[config.mk]
export PLATFORM = sky130hd
export DESIGN_NAME = mode_list_parser
export DESIGN_NICKNAME = d
export VERILOG_FILES = /design/src/rtl/mode_list_parser.sv
export SDC_FILE = /design/constraint.sdc
export NUM_CORES = 1
export LEC_CHECK = 0
export ABC_AREA = 0
export BUFFER_PORTS_ARGS = -buffer_cell sky130_fd_sc_hd__buf_2
export CAP_MARGIN = 0
export CORE_AREA = 2 2 252 254
export DETAILED_ROUTE_END_ITERATION = 6
export DIE_AREA = 0 0 254 256
export HOLD_SLACK_MARGIN = 0.08
export PLACE_DENSITY = 0.64
export SLEW_MARGIN = 5
export SYNTH_ARGS = -nofsm -noshare
export SYNTH_HDL_FRONTEND = slang
export SYNTH_SLANG_ARGS = --single-unit
[constraint.sdc]
create_clock -name clk -period 3.35 [get_ports clk]
set_input_delay 0.67 -clock clk [delete_from_list [all_inputs] [get_ports clk]]
set_output_delay 0.67 -clock clk [all_outputs]
set_load 0.05 [all_outputs]
[src/rtl/mode_list_parser.sv]
module mode_list_parser #(
  parameter int MAX_PAIRS = 64
) (
  input  logic             clk,
  input  logic             rst_n,
  input  logic             start,
  input  logic [31:0]      base_addr,
  output logic             busy,
  output logic             rd_req,
  output logic [31:0]      rd_addr,
  input  logic             rd_valid,
  input  logic [31:0]      rd_data,
  output logic [31:0]      bpp_log2,
  output logic [5:0][31:0] h_timing,
  output logic [5:0][31:0] v_timing,
  output logic [31:0]      pixel_khz,
  output logic [31:0]      sync_flags,
  output logic             item_valid,
  output logic [31:0]      item_first,
  output logic [31:0]      item_second,
  output logic             done,
  output logic             error
);
  localparam int IDX_W = $clog2(16 + 2*MAX_PAIRS + 2);
  localparam int PC_W  = $clog2(MAX_PAIRS + 1);

  typedef enum logic [1:0] {S_IDLE, S_ISSUE, S_WAIT} state_t;
  state_t           st;
  logic [IDX_W-1:0] idx;
  logic [PC_W-1:0]  pairs;
  logic [31:0]      base_q, first_q;

  assign busy    = (st != S_IDLE);
  assign rd_req  = (st == S_ISSUE);
  assign rd_addr = base_q + (32'(idx) << 2);

  always_ff @(posedge clk) begin
    if (!rst_n) begin
      st <= S_IDLE; idx <= '0; pairs <= '0; base_q <= '0; first_q <= '0;
      bpp_log2 <= '0; h_timing <= '0; v_timing <= '0; pixel_khz <= '0; sync_flags <= '0;
      item_valid <= 1'b0; item_first <= '0; item_second <= '0;
      done <= 1'b0; error <= 1'b0;
    end else begin
      item_valid <= 1'b0;
      done       <= 1'b0;
      case (st)
        S_IDLE: if (start) begin
          base_q <= base_addr; idx <= '0; pairs <= '0; error <= 1'b0;
          st <= S_ISSUE;
        end
        S_ISSUE: st <= S_WAIT;
        default: if (rd_valid) begin
          st  <= S_ISSUE;
          idx <= idx + 1'b1;
          if (idx == '0) begin
            if (rd_data != 32'd3) begin
              st <= S_IDLE; done <= 1'b1; error <= 1'b1;
            end
          end else if (idx < IDX_W'(16)) begin
            if (idx == IDX_W'(1))       bpp_log2 <= rd_data;
            else if (idx <= IDX_W'(7))  h_timing[3'(idx - IDX_W'(2))] <= rd_data;
            else if (idx <= IDX_W'(13)) v_timing[3'(idx - IDX_W'(8))] <= rd_data;
            else if (idx == IDX_W'(14)) pixel_khz <= rd_data;
            else                        sync_flags <= rd_data;
          end else if (!idx[0]) begin
            if (&rd_data) begin
              st <= S_IDLE; done <= 1'b1;
            end else if (pairs == PC_W'(MAX_PAIRS)) begin
              st <= S_IDLE; done <= 1'b1; error <= 1'b1;
            end else begin
              first_q <= rd_data;
            end
          end else begin
            item_valid  <= 1'b1;
            item_first  <= first_q;
            item_second <= rd_data;
            pairs       <= pairs + 1'b1;
          end
        end
      endcase
    end
  end
endmodule

==> impl_metrics.tcl <==
set metrics [dict create \
    status "finished, violations left" \
    violations "negative setup slack" \
    start_kind "flop" \
    synth.area.top_cells "dfxtp_1 (51%), nand2_1 (19%), a21boi_0 (15%)" \
    hold_path_class "in2reg" \
    cp.depth 9 \
    postCtsHoldBufs 0 \
    cts_max_level 3 \
    multi_input_area_mm2 0.0112 \
    first_global_vias 20884 \
    routabilityCongestion 0.870 \
    async_reset_ff_frac 0 \
    worst_pin_slew_ps 764 \
    ys_top_cells_by_count "nand2_1 (1251), dfxtp_1 (628), a21boi_0 (483), clkbuf_1 (225), a21boi_1 (96)" \
    finClkSkew_ps 30.6 \
    die_area_mm2 0.0650 \
    place_area_mm2 0.0288 \
    setup_viol 4 \
    dr.pass1.iters 6 \
    synth.most_common_cell "nand2_1" \
    antenna_found_initial 3 \
    cts_max_path_buffers 3 \
    gr-usage-all-layers 0.290 \
    worstPathCellList "ha_4 > fa_2 > a211oi_2 > o21ai_1 > a31oi_2 > buf_4 > nor3_1 > xnor2_2 > buf_6" \
    wire_per_inst_um 22.0 \
    setup_ws_ps -18.8 \
    drive_gt1_frac 0.254 \
    die_h_um 256 \
    reg2reg_slack_ps 620 \
    register_area_mm2 0.0126 \
    hold_violations 0 \
    cp-startpoint "idx[0]" \
    grt_max_degree 167 \
    period_share 1.01 \
    drc 0 \
    crit_family "compound AO/OA/AOI/OAI gates" \
    cts-root-buf "clkbuf_16" \
    start_util 0.394 \
    cts_sinks 628 \
    syn_nets 3072 \
    cts_tree "yes" \
    port_buffers 648 \
    synth.ff_latch_count 628 \
    p_leak_uw 0.0127 \
    max-slew-margin-rel 0.487 \
    syn_area_mm2 0.0246 \
    die_x_um 254 \
    routed_wl_um 97700 \
    wl_met3_um 9060 \
    cp.required_ps 2680 \
    fillers 6066 \
    post-route-min-period_ps 3370 \
    dr_wl_met2_um 45100 \
    yosys.cell_types.count 49 \
    worstPathMaxFanout 5 \
    yosys_warnings 0 \
    path_class "reg2out" \
    layout.nets 3625 \
    coreArea_mm2 0.0624 \
    cp_num_buf_inv 2 \
    rsz0062_at_grt "yes" \
    netlist_instances 2988 \
    ir_worst_vdd_uv 533 \
    dpl_worst_slack_ps 370 \
    yosysTopAreaCell "dfxtp_1" \
    grt_first_pass_wirelength_um 141000 \
    areaGrowthSynthToFinish_pct 27.4 \
    arrival_ps 2700 \
    ioPinCount 649 \
    row_count 92 \
    ant_nets 0 \
    routed.top_layer "met4" \
    seq_area_frac_synth 0.511 \
    max_freq_mhz 297 \
    fin_area_mm2 0.0313 \
    synth_ff_type "dfxtp_1" \
    worstReg2RegStart "idx[7]" \
    synth-edff-count 0 \
    syn_area_per_cell_um2 8.23 \
    slew_viol_final 0 \
    overflow 0 \
    slowest_stage "fa_2" \
    drtIter0Drc 1656 \
    wl_met1_um 40400 \
    hpwl_um 66100 \
    power.total_uw 16100 \
    netlist.area_leader.share 0.511 \
    via_per_inst 5.07 \
    cap_violations 0 \
    worst_r2r_endpoint "v_timing[84]" \
    dr_total_vias 22518 \
    end_kind "output pin" \
    reg2reg_depth 6 \
    cp_slowest_stage_delay_ps 360 \
    cts_made_buffers 69 \
    powerDensity_mw_per_mm2 516 \
    cts.clk_slew.worst_paths_ps 60 \
    critPathCapture "rd_addr[20]" \
    clk_latency_ps 620 \
]
## repair_timing
| action | in CTS | in global routing |
|---|---|---|
| hold endpoints to repair | 0 | 0 |
| resized for setup | 39 | 18 |
| gates cloned | 1 | 0 |
| setup buffers | 3 | 2 |
| endpoints found under the setup margin | 17 | 23 |
| pin swaps | 7 | 9 |
## cell usage in the layout (no fill, tap or decap), types with 7 or more instances in the layout
cell type,n
xor2_1,19
ha_1,12
clkbuf_8,10
clkbuf_1,16
a21boi_0,483
clkinv_2,12
a21boi_1,96
buf_6,10
nand2_1,1250
dfxtp_1,625
inv_1,10
clkbuf_16,70
nor2_1,22
buf_2,630
buf_12,8
nand4_1,21
mux2i_1,33
and2_1,8
a21oi_1,10
nor4_1,13
nor3_1,9
nand3_1,12
o21ai_0,7
xnor2_1,10
buf_4,99
## tightest hold or removal path: cells and delay by family
family                 cells  cell delay, ps
buffers and inverters      1             100
and+or+nand+nor            1              40
AOI/OAI and AO/OA          1              60
## power by group
| group | internal [µW] | switching, µW |
|---|---|---|
| sequential | 7500 | 36.9 |
| clock | 4500 | 3260 |
| combinational | 254 | 598 |
| total | 12300 | 3890 |
## cells by family (layout without fill, tap and decap cells)
| group | Yosys count | after routing | share of synthesized area |
|---|---|---|---|
| AOI/OAI and AO/OA | 611 | 611 | 0.185 |
| and+or+nand+nor | 1386 | 1386 | 0.224 |
| xor gates and xnor gates | 38 | 38 | 0.0135 |
| buffers and inverters | 276 | 881 | 0.0448 |
| muxes | 33 | 33 | 0.0134 |
| other | 0 | 3 | 0 |
| DFF | 628 | 628 | 0.511 |
| adders and majority gates | 16 | 16 | 0.00845 |
## per-stage QoR
step	cells	hold WS (ps)	TNS, ps	utilization
after floorplan	2988	435	0	-
after global placement	4311	438	0	0.462
after detailed placement	4311	441	0	0.462
after CTS	4438	276	-511	0.501
after global routing	4442	301	-1360	0.502
final	4442	311	-43.6	0.502
## routing by layer
layer | up-vias | GRT usage
met5 | - | 0
met4 | 0 | 0.102
met2 | 942 | 0.472
met1 | 10675 | 0.370
li1 | 10715 | -
met3 | 186 | 0.0778
## how the worst min path moves through the flow
| stage | endpoint | slack (ps) | cells after the start | from |
|---|---|---|---|---|
| floorplan | first_q[0] | 430 | 2 | first_q[0] |
| CTS | base_q[0] | 280 | 3 | base_addr[0] |
| global placement | v_timing[66] | 440 | 2 | v_timing[66] |
| detailed placement | v_timing[29] | 440 | 2 | v_timing[29] |
| finish | base_q[19] | 310 | 3 | base_addr[19] |
| global route | base_q[15] | 300 | 3 | base_addr[15] |
## registers in the layout, indices dropped and copies added (netlist names)
register / flops
base_q: 32
bpp_log2: 32
done: 1
error: 1
first_q: 32
h_timing: 192
idx: 8
item_first: 32
item_second: 32
item_valid: 1
pairs: 7
pixel_khz: 32
st: 2
sync_flags: 32
v_timing: 192
## area by class of cell
| class | count | area share |
|---|---|---|
| antenna | 3 | 0.000240 |
| multi-input combinational | 2084 | 0.356 |
| tap | 846 | 0.0338 |
| clock inverter | 27 | 0.0109 |
| timing repair buffer | 748 | 0.134 |
| sequential | 628 | 0.402 |
| clock buffer | 96 | 0.0622 |
| inverter | 10 | 0.00120 |
No activity file was read; power rests on OpenSTA's default activity.
